### src/rtl/tlb_pkg.sv
package tlb_pkg;

  // Which rule chose the slot for a refill
  typedef enum logic [1:0] {
    VSRC_MATCH = 2'd0,
    VSRC_FREE  = 2'd1,
    VSRC_RAND  = 2'd2
  } vsrc_e;

  localparam int unsigned LFSR_W = 16;
  localparam logic [LFSR_W-1:0] LFSR_TAPS = 16'hB400;

  // One step of a maximal-length Galois shift register
  function automatic logic [LFSR_W-1:0] lfsr_step(input logic [LFSR_W-1:0] s);
    logic [LFSR_W-1:0] n;
    n = s >> 1;
    if (s[0]) n = n ^ LFSR_TAPS;
    return n;
  endfunction

endpackage

### src/rtl/tlb_lfsr.sv
module tlb_lfsr
  import tlb_pkg::*;
#(
  parameter logic [LFSR_W-1:0] SEED = 16'hACE1
) (
  input  logic              clk,
  input  logic              rst_n,
  output logic [LFSR_W-1:0] state
);

  always_ff @(posedge clk or negedge rst_n) begin
    if (!rst_n) state <= SEED;
    else        state <= lfsr_step(state);
  end

  // The random source must never lock up at zero (supports R7)
  p_lfsr_alive_r7: assert property (@(posedge clk) disable iff (!rst_n)
    state != '0);

endmodule

### src/rtl/tlb_cam.sv
module tlb_cam #(
  parameter int unsigned DEPTH = 8,
  parameter int unsigned VPN_W = 19,
  parameter int unsigned PID_W = 8,
  localparam int unsigned IDX_W = (DEPTH > 1) ? $clog2(DEPTH) : 1
) (
  input  logic [DEPTH-1:0]            ent_valid,
  input  logic [DEPTH-1:0][VPN_W-1:0] ent_vpn,
  input  logic [DEPTH-1:0][PID_W-1:0] ent_pid,
  input  logic [VPN_W-1:0]            key_vpn,
  input  logic [PID_W-1:0]            key_pid,
  output logic [DEPTH-1:0]            match_vec,
  output logic                        match_any,
  output logic [IDX_W-1:0]            match_idx
);

  // Per-slot comparator
  for (genvar g = 0; g < DEPTH; g++) begin : g_cmp
    assign match_vec[g] = ent_valid[g] && (ent_vpn[g] == key_vpn) && (ent_pid[g] == key_pid);
  end

  assign match_any = |match_vec;

  // Encode the matching slot. At most one slot matches, so an OR of the
  // indices of all matching slots gives the index.
  always_comb begin
    match_idx = '0;
    for (int i = 0; i < DEPTH; i++) begin
      if (match_vec[i]) match_idx = match_idx | IDX_W'(i);
    end
  end

endmodule

### src/rtl/tlb_victim.sv
module tlb_victim
  import tlb_pkg::*;
#(
  parameter int unsigned DEPTH = 8,
  localparam int unsigned IDX_W = (DEPTH > 1) ? $clog2(DEPTH) : 1
) (
  input  logic [DEPTH-1:0]  ent_valid,
  input  logic              dup_hit,
  input  logic [IDX_W-1:0]  dup_idx,
  input  logic [LFSR_W-1:0] rnd,
  input  logic              mru_valid,
  input  logic [IDX_W-1:0]  mru_idx,
  output logic [IDX_W-1:0]  victim_idx,
  output vsrc_e             victim_src
);

  localparam logic [IDX_W-1:0] LAST_IDX = IDX_W'(DEPTH - 1);

  logic             any_free;
  logic [IDX_W-1:0] free_idx;
  logic [IDX_W-1:0] rnd_idx;
  logic [IDX_W-1:0] rnd_adj;

  // Lowest-numbered empty slot
  always_comb begin
    any_free = 1'b0;
    free_idx = '0;
    for (int i = DEPTH - 1; i >= 0; i--) begin
      if (!ent_valid[i]) begin
        any_free = 1'b1;
        free_idx = IDX_W'(i);
      end
    end
  end

  // Random slot, stepped past the most recently hit one
  always_comb begin
    rnd_idx = IDX_W'(rnd % LFSR_W'(DEPTH));
    rnd_adj = rnd_idx;
    if (mru_valid && (rnd_idx == mru_idx)) begin
      rnd_adj = (rnd_idx == LAST_IDX) ? '0 : rnd_idx + IDX_W'(1);
    end
  end

  always_comb begin
    if (dup_hit) begin
      victim_idx = dup_idx;
      victim_src = VSRC_MATCH;
    end else if (any_free) begin
      victim_idx = free_idx;
      victim_src = VSRC_FREE;
    end else begin
      victim_idx = rnd_adj;
      victim_src = VSRC_RAND;
    end
  end

endmodule

### src/rtl/tlb_xlate_cache.sv
module tlb_xlate_cache
  import tlb_pkg::*;
#(
  parameter int unsigned DEPTH  = 8,
  parameter int unsigned VPN_W  = 19,
  parameter int unsigned PPN_W  = 17,
  parameter int unsigned PID_W  = 8,
  parameter int unsigned PERM_W = 3,
  parameter logic [LFSR_W-1:0] LFSR_SEED = 16'hACE1
) (
  input  logic              clk,
  input  logic              rst_n,
  input  logic [PID_W-1:0]  cur_pid,
  input  logic              lk_valid,
  output logic              lk_ready,
  input  logic [VPN_W-1:0]  lk_vpn,
  output logic              rsp_valid,
  output logic              rsp_hit,
  output logic [PPN_W-1:0]  rsp_ppn,
  output logic [PERM_W-1:0] rsp_perm,
  output logic              rsp_dirty,
  input  logic              fill_valid,
  input  logic [VPN_W-1:0]  fill_vpn,
  input  logic [PID_W-1:0]  fill_pid,
  input  logic [PPN_W-1:0]  fill_ppn,
  input  logic [PERM_W-1:0] fill_perm,
  input  logic              fill_dirty,
  input  logic              flush_all,
  input  logic              flush_pid_en,
  input  logic [PID_W-1:0]  flush_pid
);

  localparam int unsigned IDX_W = (DEPTH > 1) ? $clog2(DEPTH) : 1;

  // ---------------- entry storage ----------------
  logic [DEPTH-1:0]             ent_valid;
  logic [DEPTH-1:0][VPN_W-1:0]  ent_vpn;
  logic [DEPTH-1:0][PID_W-1:0]  ent_pid;
  logic [DEPTH-1:0][PPN_W-1:0]  ent_ppn;
  logic [DEPTH-1:0][PERM_W-1:0] ent_perm;
  logic [DEPTH-1:0]             ent_dirty;

  // ---------------- control ----------------
  logic             any_flush;
  logic             accept;
  logic             fill_ok;
  logic [DEPTH-1:0] lk_vec;
  logic             lk_hit;
  logic [IDX_W-1:0] lk_idx;
  logic [DEPTH-1:0] dup_vec;
  logic             dup_hit;
  logic [IDX_W-1:0] dup_idx;
  logic [LFSR_W-1:0] rnd;
  logic             mru_valid;
  logic [IDX_W-1:0] mru_idx;
  logic [IDX_W-1:0] victim_idx;
  vsrc_e            victim_src;

  assign any_flush = flush_all | flush_pid_en;
  assign lk_ready  = !any_flush;
  assign accept    = lk_valid && lk_ready;
  assign fill_ok   = fill_valid && !any_flush;

  // Lookup comparator array
  tlb_cam #(.DEPTH(DEPTH), .VPN_W(VPN_W), .PID_W(PID_W)) u_lk_cam (
    .ent_valid (ent_valid),
    .ent_vpn   (ent_vpn),
    .ent_pid   (ent_pid),
    .key_vpn   (lk_vpn),
    .key_pid   (cur_pid),
    .match_vec (lk_vec),
    .match_any (lk_hit),
    .match_idx (lk_idx)
  );

  // Refill duplicate detector
  tlb_cam #(.DEPTH(DEPTH), .VPN_W(VPN_W), .PID_W(PID_W)) u_dup_cam (
    .ent_valid (ent_valid),
    .ent_vpn   (ent_vpn),
    .ent_pid   (ent_pid),
    .key_vpn   (fill_vpn),
    .key_pid   (fill_pid),
    .match_vec (dup_vec),
    .match_any (dup_hit),
    .match_idx (dup_idx)
  );

  tlb_lfsr #(.SEED(LFSR_SEED)) u_lfsr (
    .clk   (clk),
    .rst_n (rst_n),
    .state (rnd)
  );

  tlb_victim #(.DEPTH(DEPTH)) u_victim (
    .ent_valid  (ent_valid),
    .dup_hit    (dup_hit),
    .dup_idx    (dup_idx),
    .rnd        (rnd),
    .mru_valid  (mru_valid),
    .mru_idx    (mru_idx),
    .victim_idx (victim_idx),
    .victim_src (victim_src)
  );

  // ---------------- per-slot update ----------------
  for (genvar g = 0; g < DEPTH; g++) begin : g_slot
    logic sel;
    assign sel = fill_ok && (victim_idx == IDX_W'(g));

    always_ff @(posedge clk or negedge rst_n) begin
      if (!rst_n) begin
        ent_valid[g] <= 1'b0;
      end else if (flush_all) begin
        ent_valid[g] <= 1'b0;
      end else if (flush_pid_en && (ent_pid[g] == flush_pid)) begin
        ent_valid[g] <= 1'b0;
      end else if (sel) begin
        ent_valid[g] <= 1'b1;
      end
    end

    always_ff @(posedge clk) begin
      if (sel) begin
        ent_vpn[g]   <= fill_vpn;
        ent_pid[g]   <= fill_pid;
        ent_ppn[g]   <= fill_ppn;
        ent_perm[g]  <= fill_perm;
        ent_dirty[g] <= fill_dirty;
      end
    end
  end

  // ---------------- most recent hit ----------------
  always_ff @(posedge clk or negedge rst_n) begin
    if (!rst_n) begin
      mru_valid <= 1'b0;
      mru_idx   <= '0;
    end else if (accept && lk_hit) begin
      mru_valid <= 1'b1;
      mru_idx   <= lk_idx;
    end
  end

  // ---------------- response register ----------------
  always_ff @(posedge clk or negedge rst_n) begin
    if (!rst_n) begin
      rsp_valid <= 1'b0;
      rsp_hit   <= 1'b0;
      rsp_ppn   <= '0;
      rsp_perm  <= '0;
      rsp_dirty <= 1'b0;
    end else begin
      rsp_valid <= accept;
      if (accept && lk_hit) begin
        rsp_hit   <= 1'b1;
        rsp_ppn   <= ent_ppn[lk_idx];
        rsp_perm  <= ent_perm[lk_idx];
        rsp_dirty <= ent_dirty[lk_idx];
      end else begin
        rsp_hit   <= 1'b0;
        rsp_ppn   <= '0;
        rsp_perm  <= '0;
        rsp_dirty <= 1'b0;
      end
    end
  end

  // ---------------- checks ----------------
  // State kept after a per-process flush, for the checks that follow it
  logic             fpid_chk_q;
  logic [PID_W-1:0] fpid_q;
  logic [DEPTH-1:0] keep_q;
  logic [DEPTH-1:0] flushed_pid_vec;

  always_ff @(posedge clk or negedge rst_n) begin
    if (!rst_n) begin
      fpid_chk_q <= 1'b0;
      fpid_q     <= '0;
      keep_q     <= '0;
    end else begin
      fpid_chk_q <= flush_pid_en && !flush_all;
      fpid_q     <= flush_pid;
      for (int i = 0; i < DEPTH; i++) begin
        keep_q[i] <= ent_valid[i] && (ent_pid[i] != flush_pid);
      end
    end
  end

  always_comb begin
    for (int i = 0; i < DEPTH; i++) begin
      flushed_pid_vec[i] = ent_valid[i] && (ent_pid[i] == fpid_q);
    end
  end

  p_rsp_pulse_r12: assert property (@(posedge clk) disable iff (!rst_n)
    accept |=> rsp_valid);
  p_rsp_idle_r12: assert property (@(posedge clk) disable iff (!rst_n)
    !accept |=> !rsp_valid);
  p_miss_zero_r4: assert property (@(posedge clk) disable iff (!rst_n)
    (rsp_valid && !rsp_hit) |-> (rsp_ppn == '0 && rsp_perm == '0 && !rsp_dirty));
  p_hit_unique_r6: assert property (@(posedge clk) disable iff (!rst_n)
    $onehot0(lk_vec) && $onehot0(dup_vec));
  p_flush_empty_r8: assert property (@(posedge clk) disable iff (!rst_n)
    flush_all |=> (ent_valid == '0));
  p_pid_gone_r9: assert property (@(posedge clk) disable iff (!rst_n)
    fpid_chk_q |-> (flushed_pid_vec == '0));
  p_pid_spared_r9: assert property (@(posedge clk) disable iff (!rst_n)
    fpid_chk_q |-> ((ent_valid & keep_q) == keep_q));
  p_free_first_r5: assert property (@(posedge clk) disable iff (!rst_n)
    (fill_ok && !dup_hit && !(&ent_valid)) |-> !ent_valid[victim_idx]);
  p_spare_mru_r7: assert property (@(posedge clk) disable iff (!rst_n)
    (fill_ok && victim_src == VSRC_RAND && mru_valid) |-> (victim_idx != mru_idx));
  p_fill_lands_r10: assert property (@(posedge clk) disable iff (!rst_n)
    fill_ok |=> ent_valid[$past(victim_idx)]);
  p_flush_blocks_r11: assert property (@(posedge clk) disable iff (!rst_n)
    (lk_valid && any_flush) |=> !rsp_valid);

endmodule

### config.mk
export PLATFORM = sky130hd
export DESIGN_NAME = tlb_xlate_cache
export DESIGN_NICKNAME = d
export VERILOG_FILES = /design/src/rtl/tlb_pkg.sv /design/src/rtl/tlb_lfsr.sv /design/src/rtl/tlb_cam.sv /design/src/rtl/tlb_victim.sv /design/src/rtl/tlb_xlate_cache.sv
export SDC_FILE = /design/constraint.sdc
export NUM_CORES = 1
export LEC_CHECK = 0
export BUFFER_PORTS_ARGS = -buffer_cell sky130_fd_sc_hd__buf_4
export CAP_MARGIN = 20
export CORE_ASPECT_RATIO = 1.75
export CORE_MARGIN = 8
export CORE_UTILIZATION = 40
export CTS_CLUSTER_SIZE = 8
export DETAILED_ROUTE_END_ITERATION = 7
export GPL_ROUTABILITY_DRIVEN = 0
export GPL_TIMING_DRIVEN = 0
export HOLD_SLACK_MARGIN = 0.03
export PLACE_DENSITY = 0.54
export SETUP_SLACK_MARGIN = 0.2
export SYNTH_ARGS = -nofsm -noshare
export SYNTH_HDL_FRONTEND = slang
export SYNTH_SLANG_ARGS = --single-unit
export TNS_END_PERCENT = 20
### constraint.sdc
create_clock -name clk -period 12.8 [get_ports clk]
set_input_delay 2.56 -clock clk [delete_from_list [all_inputs] [get_ports clk]]
set_output_delay 2.56 -clock clk [all_outputs]
set_load 0.01 [all_outputs]
==> qor.tcl, run 1 <==
set qor(synth-warning-count) 0
set qor(total_vias_in_the_final_route) 12600
set qor(detail_route.vias_per_cell) 5.55
set qor(post-place-cells) 2170
set qor(report.final.setup_viol) 0
set qor(initial_antenna_violation_count) 4
set qor(cts_hold_buf) 0
set qor(place_hpwl_um) 57300
set qor(synth.avg_cell_area_um2) 14.8
set qor(post_synth_inst_count) 1401
set qor(area_delta_synth_final_pct) 17.1
set qor(synth_seq_cells) 435
set qor(start_util) 0.403
set qor(detailedRoute.firstIterationViolations) 1045
set qor(max_cap_viol_count) 0
set qor(power_mw) 3.29
set qor(core_area_um2) 51300
set qor(postCtsResizedCells) 0
set qor(die-width_um) 188
set qor(path_class) {in -> reg}
set qor(fin_crit_sh) 0.545
set qor(ios) 113
set qor(cts.reportedPaths.clkPinSlew_ns) 0.05
set qor(port_buffers) 75
set qor(worst_slew_margin) 0.191
set qor(design.final.nets) 1651
set qor(yosysTopAreaCell) {edfxtp_1}
set qor(crit_required_ns) 13.09
set qor(finalMaxSlewViolations) 0
set qor(post_detailed_route_wirelength_per_cell_um) 34.0
set qor(drt_pass1_iterations) 5
set qor(final.setup_skew_ns) 0.0378
set qor(post-cts-setup-buffer-count) 0
set qor(totalWireLength_um) 77300
set qor(drt_drc_violations_left) 0
set qor(root_buffer_cell) {clkbuf_16}
set qor(die-area_um2) 59500
set qor(final-instance-count-excl-fill) 2275
set qor(synth.area.top_cells) {edfxtp_1 (56%), xnor2_1 (18%), dfrtp_1 (5.2%)}
set qor(synth_nets) 1492
set qor(yosysSeqAreaShare) 0.619
set qor(synthFlopType) {edfxtp_1}
set qor(die_height_um) 317
set qor(setup.worst_path.start_class) {input port}
set qor(clock_sink_count) 435
set qor(synth_enable_flop_cells) 384
set qor(path_max_fanout) 11
set qor(num_rows) 110
set qor(htree_num_levels) 2
set qor(powerDensity_nw_per_um2) 136
set qor(async_flop_share) 0.117
set qor(global_route_wire_length_before_repair_um) 106000
set qor(grt_setup_unrepaired) {no}
set qor(global_route.overflow_total) 0
set qor(final_layout_size_suffix_gt1_frac) 0.167
set qor(hold_viol) 0
set qor(ir_worst_vdd_mv) 0.144
set qor(tritoncts) {built}
set qor(insertion_delay_ns) 0.62
set qor(endpoint_kind) {flip-flop}
set qor(crit_arrival_ns) 7.26
set qor(cts.path.max_buffers) 3
set qor(antenna_violating_nets_post_route) 0
set qor(outcome) {finished clean}
set qor(mapped_area_um2) 20700
set qor(tightest_slew_ns) 1.20
set qor(leakage_nw) 7.74
set qor(grt_max_degree) 52
set qor(groute.usage.overall) 0.258
set qor(synthDistinctLibCells) 53
set qor(cts_inserted_buffers) 60
set qor(fmax_ghz) 0.143
set qor(layout_min_cycle_time_ns) 6.98
set qor(grt_pass1_vias) 13500
set qor(synth_largest_type_area_fraction) 0.557
set qor(hold_class) {reg -> reg}
-- stage by stage --
step	setup TNS [ns]	instance area [um^2]	worst slack [ns]	hold WS [ns]	util
floorplan	0	20700	3.33	0.331	-
global placement	-367.15	22100	-3.78	0.340	0.430
detailed placement	0	22500	5.62	0.342	0.438
CTS	0	24200	6.24	0.352	0.472
global route	0	24200	5.79	0.361	0.472
finish	0	24200	5.82	0.347	0.472
-- worst paths after layout --
| path | startpoint | to | slack (ns) | depth (start not counted) |
|---|---|---|---|---|
| hold reg to reg | u_lfsr.state[4] | u_lfsr.state[3] | 0.35 | 0 |
| max in group asynchronous | rst_n | rsp_ppn[2] | 10.16 | 1 |
| min in group asynchronous | rst_n | ent_valid[2] | 2.02 | 1 |
| hold / removal | u_lfsr.state[4] | u_lfsr.state[3] | 0.35 | 0 |
| setup / recovery | fill_vpn[16] | ent_ppn[87] | 5.82 | 13 |
| setup reg to reg | ent_vpn[149] | ent_ppn[87] | 7.87 | 11 |
-- critical path: stages --
cell	delay [ns]
buf_4	0.18
buf_2	0.29
xnor2_1	0.85
nand4_1	0.17
nor3_1	0.78
a22oi_1	0.30
and2_1	0.27
o21ai_1	0.20
nor4bb_4	0.72
buf_6	0.29
buf_6	0.21
buf_8	0.18
buf_6	0.20
-- synth_stat cells (5+ instances only) --
cell type and count:
a221oi_2 18, buf_4 10, dfstp_2 8, a31oi_1 7, a221o_1 21, edfxtp_1 384
nor3_1 14, a22oi_1 6, inv_1 5, nand4_1 113, clkbuf_1 14, nor4_1 33
nor2_1 9, xor2_1 79, buf_2 40, buf_6 16, dfrtp_1 43, xnor2_1 423
nand2_1 16, mux2i_1 86
-- power by group --
group / internal (mW) / switching, mW / leakage [nW]
Sequential: 1.55 / 0.00473 / 4.14
Clock: 0.898 / 0.604 / 0.831
Combinational: 0.0767 / 0.148 / 2.77
Total: 2.53 / 0.757 / 7.74
-- per-layer routing --
| layer | wire (um) | up-vias | share of wire | GRT usage |
|---|---|---|---|---|
| met5 | 27 | - | 0.00035 | 0 |
| met4 | 7940 | 4 | 0.10 | 0.225 |
| met3 | 4740 | 238 | 0.061 | 0.0572 |
| met2 | 38600 | 577 | 0.50 | 0.451 |
| met1 | 26000 | 6329 | 0.34 | 0.256 |
| li1 | - | 5486 | - | - |
-- kinds of logic after synthesis --
family,synth area share
buffers and inverters,0.0265
flip-flops,0.619
adder cells (fa/ha/maj),0.00121
AO/OA/AOI/OAI,0.0372
XOR/XNOR,0.212
AND/OR/NAND/NOR,0.0604
multiplexers,0.0427
-- cell type report --
| class | count | area [um^2] |
|---|---|---|
| inverter | 5 | 18.8 |
| tap | 672 | 841 |
| clock buffer | 101 | 1680 |
| timing repair buffer | 97 | 890 |
| fill | 4564 | 27100 |
| sequential | 435 | 12800 |
| clock inverter | 3 | 76.3 |
| antenna | 1 | 2.50 |
| buffer | 85 | 531 |
| multi-input combinational | 876 | 7380 |
-- cell usage in the layout, fill, tap and decap left out, types with 14 or more instances in the layout --
cell type / n
xnor2_1: 423
edfxtp_1: 384
nand4_1: 113
buf_4: 92
mux2i_1: 86
xor2_1: 79
clkbuf_16: 61
clkbuf_1: 54
dfrtp_1: 43
buf_2: 40
nor4_1: 33
buf_6: 21
a221o_1: 21
a221oi_2: 18
nand2_1: 16
nor3_1: 14
-- registers in the layout, summed over array words and instances, names as in the netlist, 3 cells and up --
| signal | count |
|---|---|
| ent_ppn | 136 |
| rsp_ppn | 17 |
| ent_dirty | 8 |
| ent_pid | 64 |
| rsp_perm | 3 |
| u_lfsr.state | 16 |
| ent_perm | 24 |
| ent_vpn | 152 |
| ent_valid | 8 |
| mru_idx | 3 |
No activity file was read; power rests on OpenSTA's default activity.
==> run 2, diff against run 1 <==
==> constraint.sdc (replaced) <==
create_clock -name clk -period 6.5 [get_ports clk]
set_input_delay 1.3 -clock clk [delete_from_list [all_inputs] [get_ports clk]]
set_output_delay 1.3 -clock clk [all_outputs]
set_load 0.01 [all_outputs]
==> run 2 against run 1 <==
Compared with the run above:
- total power grew 97%
- flip-flop and latch count is the same
- global-route usage grew 0.21 points
- routed wire length grew 0.75%
- critical endpoint is now ent_dirty[5]
- critical path depth shrank 1
- core utilization grew 0.090 points
- worst hold slack gained 0.0040 ns
- cell area grew 0.19%
- sequential power grew 97%
==> qor.tcl, run 2 (same netlist as run 1, synthesis figures left out) <==
set qor(fin_crit_sh) 0.821
set qor(largest_reg_flops) 152 ;# unchanged
set qor(global_route.overflow_total) 0 ;# unchanged
set qor(initial_antenna_violation_count) 1 ;# -3
set qor(core_area_um2) 51300 ;# unchanged
set qor(die-width_um) 188 ;# unchanged
set qor(worstSetupPathDepth) 12 ;# -1
set qor(hold_viol) 0 ;# unchanged
set qor(top_family_by_delay_on_critical_path) {simple AND/OR/NAND/NOR gates}
set qor(worst-path-buf-inv) 5 ;# -1
set qor(grt_setup_unrepaired) {no}
set qor(critical_register_to_register_path_endpoint) {ent_dirty[5]}
set qor(antenna_violating_nets_post_route) 0 ;# unchanged
set qor(num_rows) 110 ;# unchanged
set qor(post_detailed_route_wirelength_per_cell_um) 34.2 ;# +0.75%
set qor(grt_max_degree) 52 ;# unchanged
set qor(powerDensity_nw_per_um2) 267 ;# +97%
set qor(cpMaxStageDelayCell) {nor4bb_4}
set qor(use_met2) 0.462 ;# +0.0110
set qor(cp_cell_sequence) {buf_4, buf_2, xnor2_1, nand4_1, nor4_1, nand4_1, nand3_1, o21ai_2, nor4bb_4, buf_8, buf_6, buf_6}
set qor(diodes) 0 ;# -1
set qor(mostFrequentLayoutCells) {xnor2_1 (423), edfxtp_1 (384), nand4_1 (113)}
set qor(max_cap_viol_count) 0 ;# unchanged
set qor(timing.critical_path.slowest_cell_delay_ns) 0.79 ;# -0.06 ns
set qor(cts_hold_buf) 0 ;# unchanged
set qor(final-instance-count-excl-fill) 2275 ;# unchanged
set qor(setup.worst_path.start_class) {input port}
set qor(design.final.nets) 1650 ;# -0.061%
set qor(clock_sink_count) 435 ;# unchanged
set qor(power_mw) 6.47 ;# +97%
set qor(finalMaxSlewViolations) 0 ;# unchanged
set qor(grt_met1_use) 0.266 ;# +0.00924
set qor(ir_worst_vdd_mv) 0.246 ;# +71%
set qor(ios) 113 ;# unchanged
set qor(register_name_with_the_most_flops) {ent_vpn}
set qor(postCtsResizedCells) 0 ;# unchanged
set qor(detailedRoute.firstIterationViolations) 997 ;# -4.6%
set qor(endpoint) {ent_dirty[5]}
set qor(cts.path.max_buffers) 3 ;# unchanged
set qor(die-area_um2) 59500 ;# unchanged
set qor(hold_ws_ns) 0.351 ;# +0.00396 ns
set qor(layout_min_cycle_time_ns) 5.34
set qor(crit_arrival_ns) 5.64 ;# -1.62 ns
set qor(die_height_um) 317 ;# unchanged
set qor(regToRegStartpoint) {ent_vpn[25]}
set qor(leakage_nw) 7.75 ;# about the same
set qor(port_buffers) 75 ;# unchanged
set qor(totalWireLength_um) 77900 ;# +0.75%
set qor(groute.layer.met3.usage) 0.0468 ;# -0.0104
set qor(hold_class) {reg -> reg}
set qor(gr-max-usage-layer) {met2}
set qor(drt_drc_violations_left) 0 ;# unchanged
set qor(path_class) {in -> reg}
set qor(detail_route.vias_per_cell) 5.62 ;# +1.2%
set qor(worstSetupStartpoint) {fill_vpn[16]}
set qor(area_delta_synth_final_pct) 17.3
set qor(post-cts-setup-buffer-count) 0 ;# unchanged
set qor(tightest_slew_ns) 1.08 ;# -0.124 ns
set qor(r2r.worst_path.cells) 10 ;# -1
set qor(r2r_slack_ns) 1.82 ;# -6.05 ns
set qor(global_route_wire_length_before_repair_um) 107000 ;# +0.74%
set qor(post-place-cells) 2169 ;# -0.046%
set qor(cts.reportedPaths.clkPinSlew_ns) 0.05 ;# about the same
set qor(mostFrequentLayoutCell) {xnor2_1}
set qor(fmax_ghz) 0.187
set qor(final_layout_size_suffix_gt1_frac) 0.167 ;# about the same
set qor(insertion_delay_ns) 0.62 ;# about the same
set qor(cts_inserted_buffers) 60 ;# unchanged
set qor(tritoncts) {built}
set qor(groute.usage.overall) 0.260 ;# +0.00211
set qor(start_util) 0.403 ;# unchanged
set qor(setup_tns_ns) 0 ;# unchanged
set qor(total_vias_in_the_final_route) 12800 ;# +1.2%
set qor(place_hpwl_um) 57700 ;# +0.71%
set qor(grt_pass1_vias) 13500 ;# -0.14%
set qor(final.setup_skew_ns) 0.0398 ;# +0.00202 ns
set qor(crit_required_ns) 6.81 ;# -6.28 ns
set qor(endpoint_kind) {flip-flop}
set qor(outcome) {finished clean}
set qor(path_max_fanout) 11 ;# unchanged
set qor(reg.largest.list) {ent_vpn x152, ent_ppn x136, ent_pid x64}
set qor(worst_slew_margin) 0.276 ;# +0.0848
set qor(drt_pass1_iterations) 5 ;# unchanged
set qor(report.final.setup_viol) 0 ;# unchanged
set qor(htree_num_levels) 2 ;# unchanged
set qor(root_buffer_cell) {clkbuf_16}
[run 2: worst register-to-register path: stages (launching register included)]
cell	delay, ns
edfxtp_1	0.43
xnor2_1	0.80
nand4_1	0.18
nor3_1	0.48
a22oi_1	0.37
and2_1	0.33
o21ai_1	0.24
nor4bb_4	0.84
buf_8	0.25
buf_6	0.22
buf_6	0.21
[run 2: final cells by class]
class	instances	area, um^2
fillers	4591	27100
flip-flops and latches	435	12800
multi-input cells	876	7390
clock buffers	103	1680
repair buffers	96	902
well taps	672	841
plain buffers	85	531
clock inverters	3	90.1
inverters	5	18.8
[run 2: per-layer routing]
| layer | share of wire | wire (um) |
|---|---|---|
| met5 | 0.00014 | 11 |
| met3 | 0.060 | 4700 |
| met1 | 0.34 | 26200 |
| met2 | 0.51 | 39500 |
| met4 | 0.095 | 7420 |
[run 2: worst min path at each step]
stage	start	to	slack, ns	cells past startpoint
2_1_floorplan	u_lfsr.state[3]	u_lfsr.state[2]	0.33	0
3_3_place_gp	u_lfsr.state[9]	u_lfsr.state[8]	0.34	0
3_5_place_dp	u_lfsr.state[9]	u_lfsr.state[8]	0.34	0
4_1_cts	u_lfsr.state[9]	u_lfsr.state[8]	0.35	0
5_1_grt	u_lfsr.state[9]	u_lfsr.state[8]	0.35	0
6_report	u_lfsr.state[9]	u_lfsr.state[8]	0.35	0
[run 2: metrics by stage]
step | cell area [um^2] | utilization | setup WS, ns
after floorplan | 20700 | - | -1.39
after global placement | 22100 | 0.431 | -8.81
after detailed placement | 22500 | 0.438 | 0.961
after CTS | 24300 | 0.473 | 1.60
after global routing | 24300 | 0.473 | 0.975
final | 24300 | 0.473 | 1.16
[run 2: power by group]
group	internal (mW)	leakage (nW)	switching [mW]
Sequential	3.06	4.14	0.00957
Clock	1.78	0.838	1.19
Combinational	0.151	2.77	0.290
Total	4.99	7.75	1.48
==> run 3, diff against run 2 <==
==> constraint.sdc (replaced) <==
create_clock -name clk -period 5.2 [get_ports clk]
set_input_delay 1.04 -clock clk [delete_from_list [all_inputs] [get_ports clk]]
set_output_delay 1.04 -clock clk [all_outputs]
set_load 0.01 [all_outputs]
==> run 3 against run 2 <==
Compared with the run above:
- clock skew down 0.013 ns
- clock power up 24%
- register-to-register slack worse by 0.84 ns
- critical endpoint is now ent_ppn[70]
- largest power group unchanged
==> qor.tcl, run 3 (same netlist as run 1, synthesis figures left out) <==
set qor(post-place-cells) 2167 ;# -0.092%
set qor(ir_worst_vdd_mv) 0.281 ;# +14%
set qor(register_area_um2) 12800 ;# unchanged
set qor(cts.path.max_buffers) 3 ;# unchanged
set qor(critical-path-top-cell-by-count) {buf_8}
set qor(global_route_wire_length_before_repair_um) 104000 ;# -2.7%
set qor(fin_crit_sh) 0.917
set qor(total_vias_in_the_final_route) 12500 ;# -2.3%
set qor(powerDensity_nw_per_um2) 332 ;# +25%
set qor(initial_antenna_violation_count) 1 ;# unchanged
set qor(timing.critical_path.slowest_cell_delay_ns) 0.49 ;# -0.30 ns
set qor(final-instance-count-excl-fill) 2275 ;# unchanged
set qor(grt_setup_unrepaired) {no}
set qor(postCtsResizedCells) 0 ;# unchanged
set qor(outcome) {finished clean}
set qor(clock_sink_count) 435 ;# unchanged
set qor(grt_max_degree) 52 ;# unchanged
set qor(tritoncts) {built}
set qor(hold_viol) 0 ;# unchanged
set qor(final_layout_size_suffix_gt1_frac) 0.168 ;# +0.00125
set qor(path_max_fanout) 10 ;# -1
set qor(final.setup_skew_ns) 0.0266 ;# -0.0132 ns
set qor(drt_pass1_iterations) 7 ;# +2
set qor(die-width_um) 188 ;# unchanged
set qor(start_util) 0.403 ;# unchanged
set qor(core_area_um2) 51300 ;# unchanged
set qor(detail_route.vias_per_cell) 5.49 ;# -2.3%
set qor(finalMaxSlewViolations) 0 ;# unchanged
set qor(top_family_by_delay_on_critical_path) {simple AND/OR/NAND/NOR gates}
set qor(largest_reg_flops) 152 ;# unchanged
set qor(crit_arrival_ns) 5.07 ;# -0.57 ns
set qor(num_rows) 110 ;# unchanged
set qor(insertion_delay_ns) 0.61 ;# about the same
set qor(layout.filler_cells) 4561 ;# -0.65%
set qor(port_buffers) 75 ;# unchanged
set qor(reg.largest.list) {ent_vpn x152, ent_ppn x136, ent_pid x64}
set qor(global_route.overflow_total) 0 ;# unchanged
set qor(max_cap_viol_count) 0 ;# unchanged
set qor(layout_min_cycle_time_ns) 4.77
set qor(path_class) {in -> reg}
set qor(root_buffer_cell) {clkbuf_16}
set qor(tightest_slew_ns) 1.23 ;# +0.155 ns
set qor(fmax_ghz) 0.210
set qor(design.final.nets) 1652 ;# +0.12%
set qor(area_delta_synth_final_pct) 17.3 ;# about the same
set qor(cts_hold_buf) 0 ;# unchanged
set qor(place_hpwl_um) 57000 ;# -1.2%
set qor(leakage_nw) 7.75 ;# about the same
set qor(mostFrequentLayoutCells) {xnor2_1 (423), edfxtp_1 (384), nand4_1 (113)}
set qor(hold_class) {reg -> reg}
set qor(ios) 113 ;# unchanged
set qor(drt_drc_violations_left) 0 ;# unchanged
set qor(groute.usage.overall) 0.254 ;# -0.00610
set qor(setup.worst_path.start_class) {input port}
set qor(cts.reportedPaths.clkPinSlew_ns) 0.06 ;# about the same
set qor(worst-path-buf-inv) 6 ;# +1
set qor(report.final.setup_viol) 0 ;# unchanged
set qor(antenna_violating_nets_post_route) 0 ;# unchanged
set qor(cp_cell_sequence) {buf_4, buf_2, xnor2_1, nand4_1, nor4_1, nand4_1, nand3_1, o21ai_2, nor4b_4, buf_6, buf_8, buf_8, buf_8}
set qor(grt_pass1_vias) 13300 ;# -1.6%
set qor(worst_slew_margin) 0.170 ;# -0.106
set qor(area_used_by_multi_input_combinational_logic_um2) 7390 ;# unchanged
set qor(cpMaxStageDelayCell) {nand4_1}
set qor(htree_num_levels) 2 ;# unchanged
set qor(cts_inserted_buffers) 60 ;# unchanged
set qor(register_name_with_the_most_flops) {ent_vpn}
set qor(pre_cts_ws_ns) -0.424 ;# -1.39 ns
set qor(mostFrequentLayoutCell) {xnor2_1}
set qor(worst_slack_ns) 0.434 ;# -0.731 ns
set qor(crit_required_ns) 5.50 ;# -1.31 ns
set qor(post_detailed_route_wirelength_per_cell_um) 33.5 ;# -2.3%
set qor(die_height_um) 317 ;# unchanged
set qor(diodes) 0 ;# unchanged
set qor(totalWireLength_um) 76100 ;# -2.3%
set qor(detailedRoute.firstIterationViolations) 1009 ;# +1.2%
set qor(endpoint_kind) {flip-flop}
set qor(setup_tns_ns) 0 ;# unchanged
set qor(die-area_um2) 59500 ;# unchanged
==> run 3: worst paths after layout <==
| check | from | endpoint | slack, ns | depth (start not counted) |
|---|---|---|---|---|
| max | fill_vpn[16] | ent_ppn[70] | 0.43 | 13 |
| min | u_lfsr.state[4] | u_lfsr.state[3] | 0.35 | 0 |
| max reg2reg | ent_vpn[41] | ent_ppn[70] | 0.98 | 11 |
| min reg2reg | u_lfsr.state[4] | u_lfsr.state[3] | 0.35 | 0 |
| max in group asynchronous | rst_n | rsp_ppn[1] | 4.10 | 1 |
| min in group asynchronous | rst_n | ent_valid[6] | 0.49 | 1 |
==> run 3: report_power, final <==
group          internal (mW)  switching (mW)  leakage (nW)
clock network           2.19            1.49         0.828
logic                  0.189           0.358          2.78
registers               3.82          0.0117          4.14
==> run 3: timing repair <==
action	4_1_cts	5_1_grt
setup endpoints to repair	8	19
endpoints found under the hold margin	0	0
setup buffers	1	1
pin swaps	1	1
==> run 3: per-layer routing <==
layer / GRT usage / part of all wire / up-vias
li1: - / - / 5484
met1: 0.247 / 0.33 / 6235
met5: 0 / 0.00014 / -
met2: 0.438 / 0.49 / 532
met4: 0.246 / 0.11 / 2
met3: 0.0568 / 0.059 / 238
==> run 3: cell type report <==
class / instances / share of cell area
tap: 672 / 0.0346
inverter: 5 / 0.000773
clock inverter: 4 / 0.00407
clock buffer: 100 / 0.0680
timing repair buffer: 98 / 0.0382
multi-input combinational: 876 / 0.305
buffer: 85 / 0.0218
sequential: 435 / 0.528
==> run 3: stage by stage <==
stage           util  cell area (um^2)  power, mW  hold WS [ns]
6_report       0.473             24300       8.07         0.348
5_1_grt        0.473             24300       8.27         0.354
4_1_cts        0.472             24300       8.13         0.353
3_5_place_dp   0.438             22500       4.44         0.339
3_3_place_gp   0.431             22100       4.44         0.339
2_1_floorplan      -             20700       4.19         0.331
==> run 3: worst reg2reg max path, cell delays in order, from the launching register on <==
cell and delay, ns:
edfxtp_1 0.43, xnor2_1 0.22, nand4_1 0.46, nor4_1 0.42, nand4_1 0.46, nand3_1 0.46, o21ai_2 0.27, nor4b_4 0.43
buf_6 0.24, buf_8 0.18, buf_8 0.18, buf_8 0.16
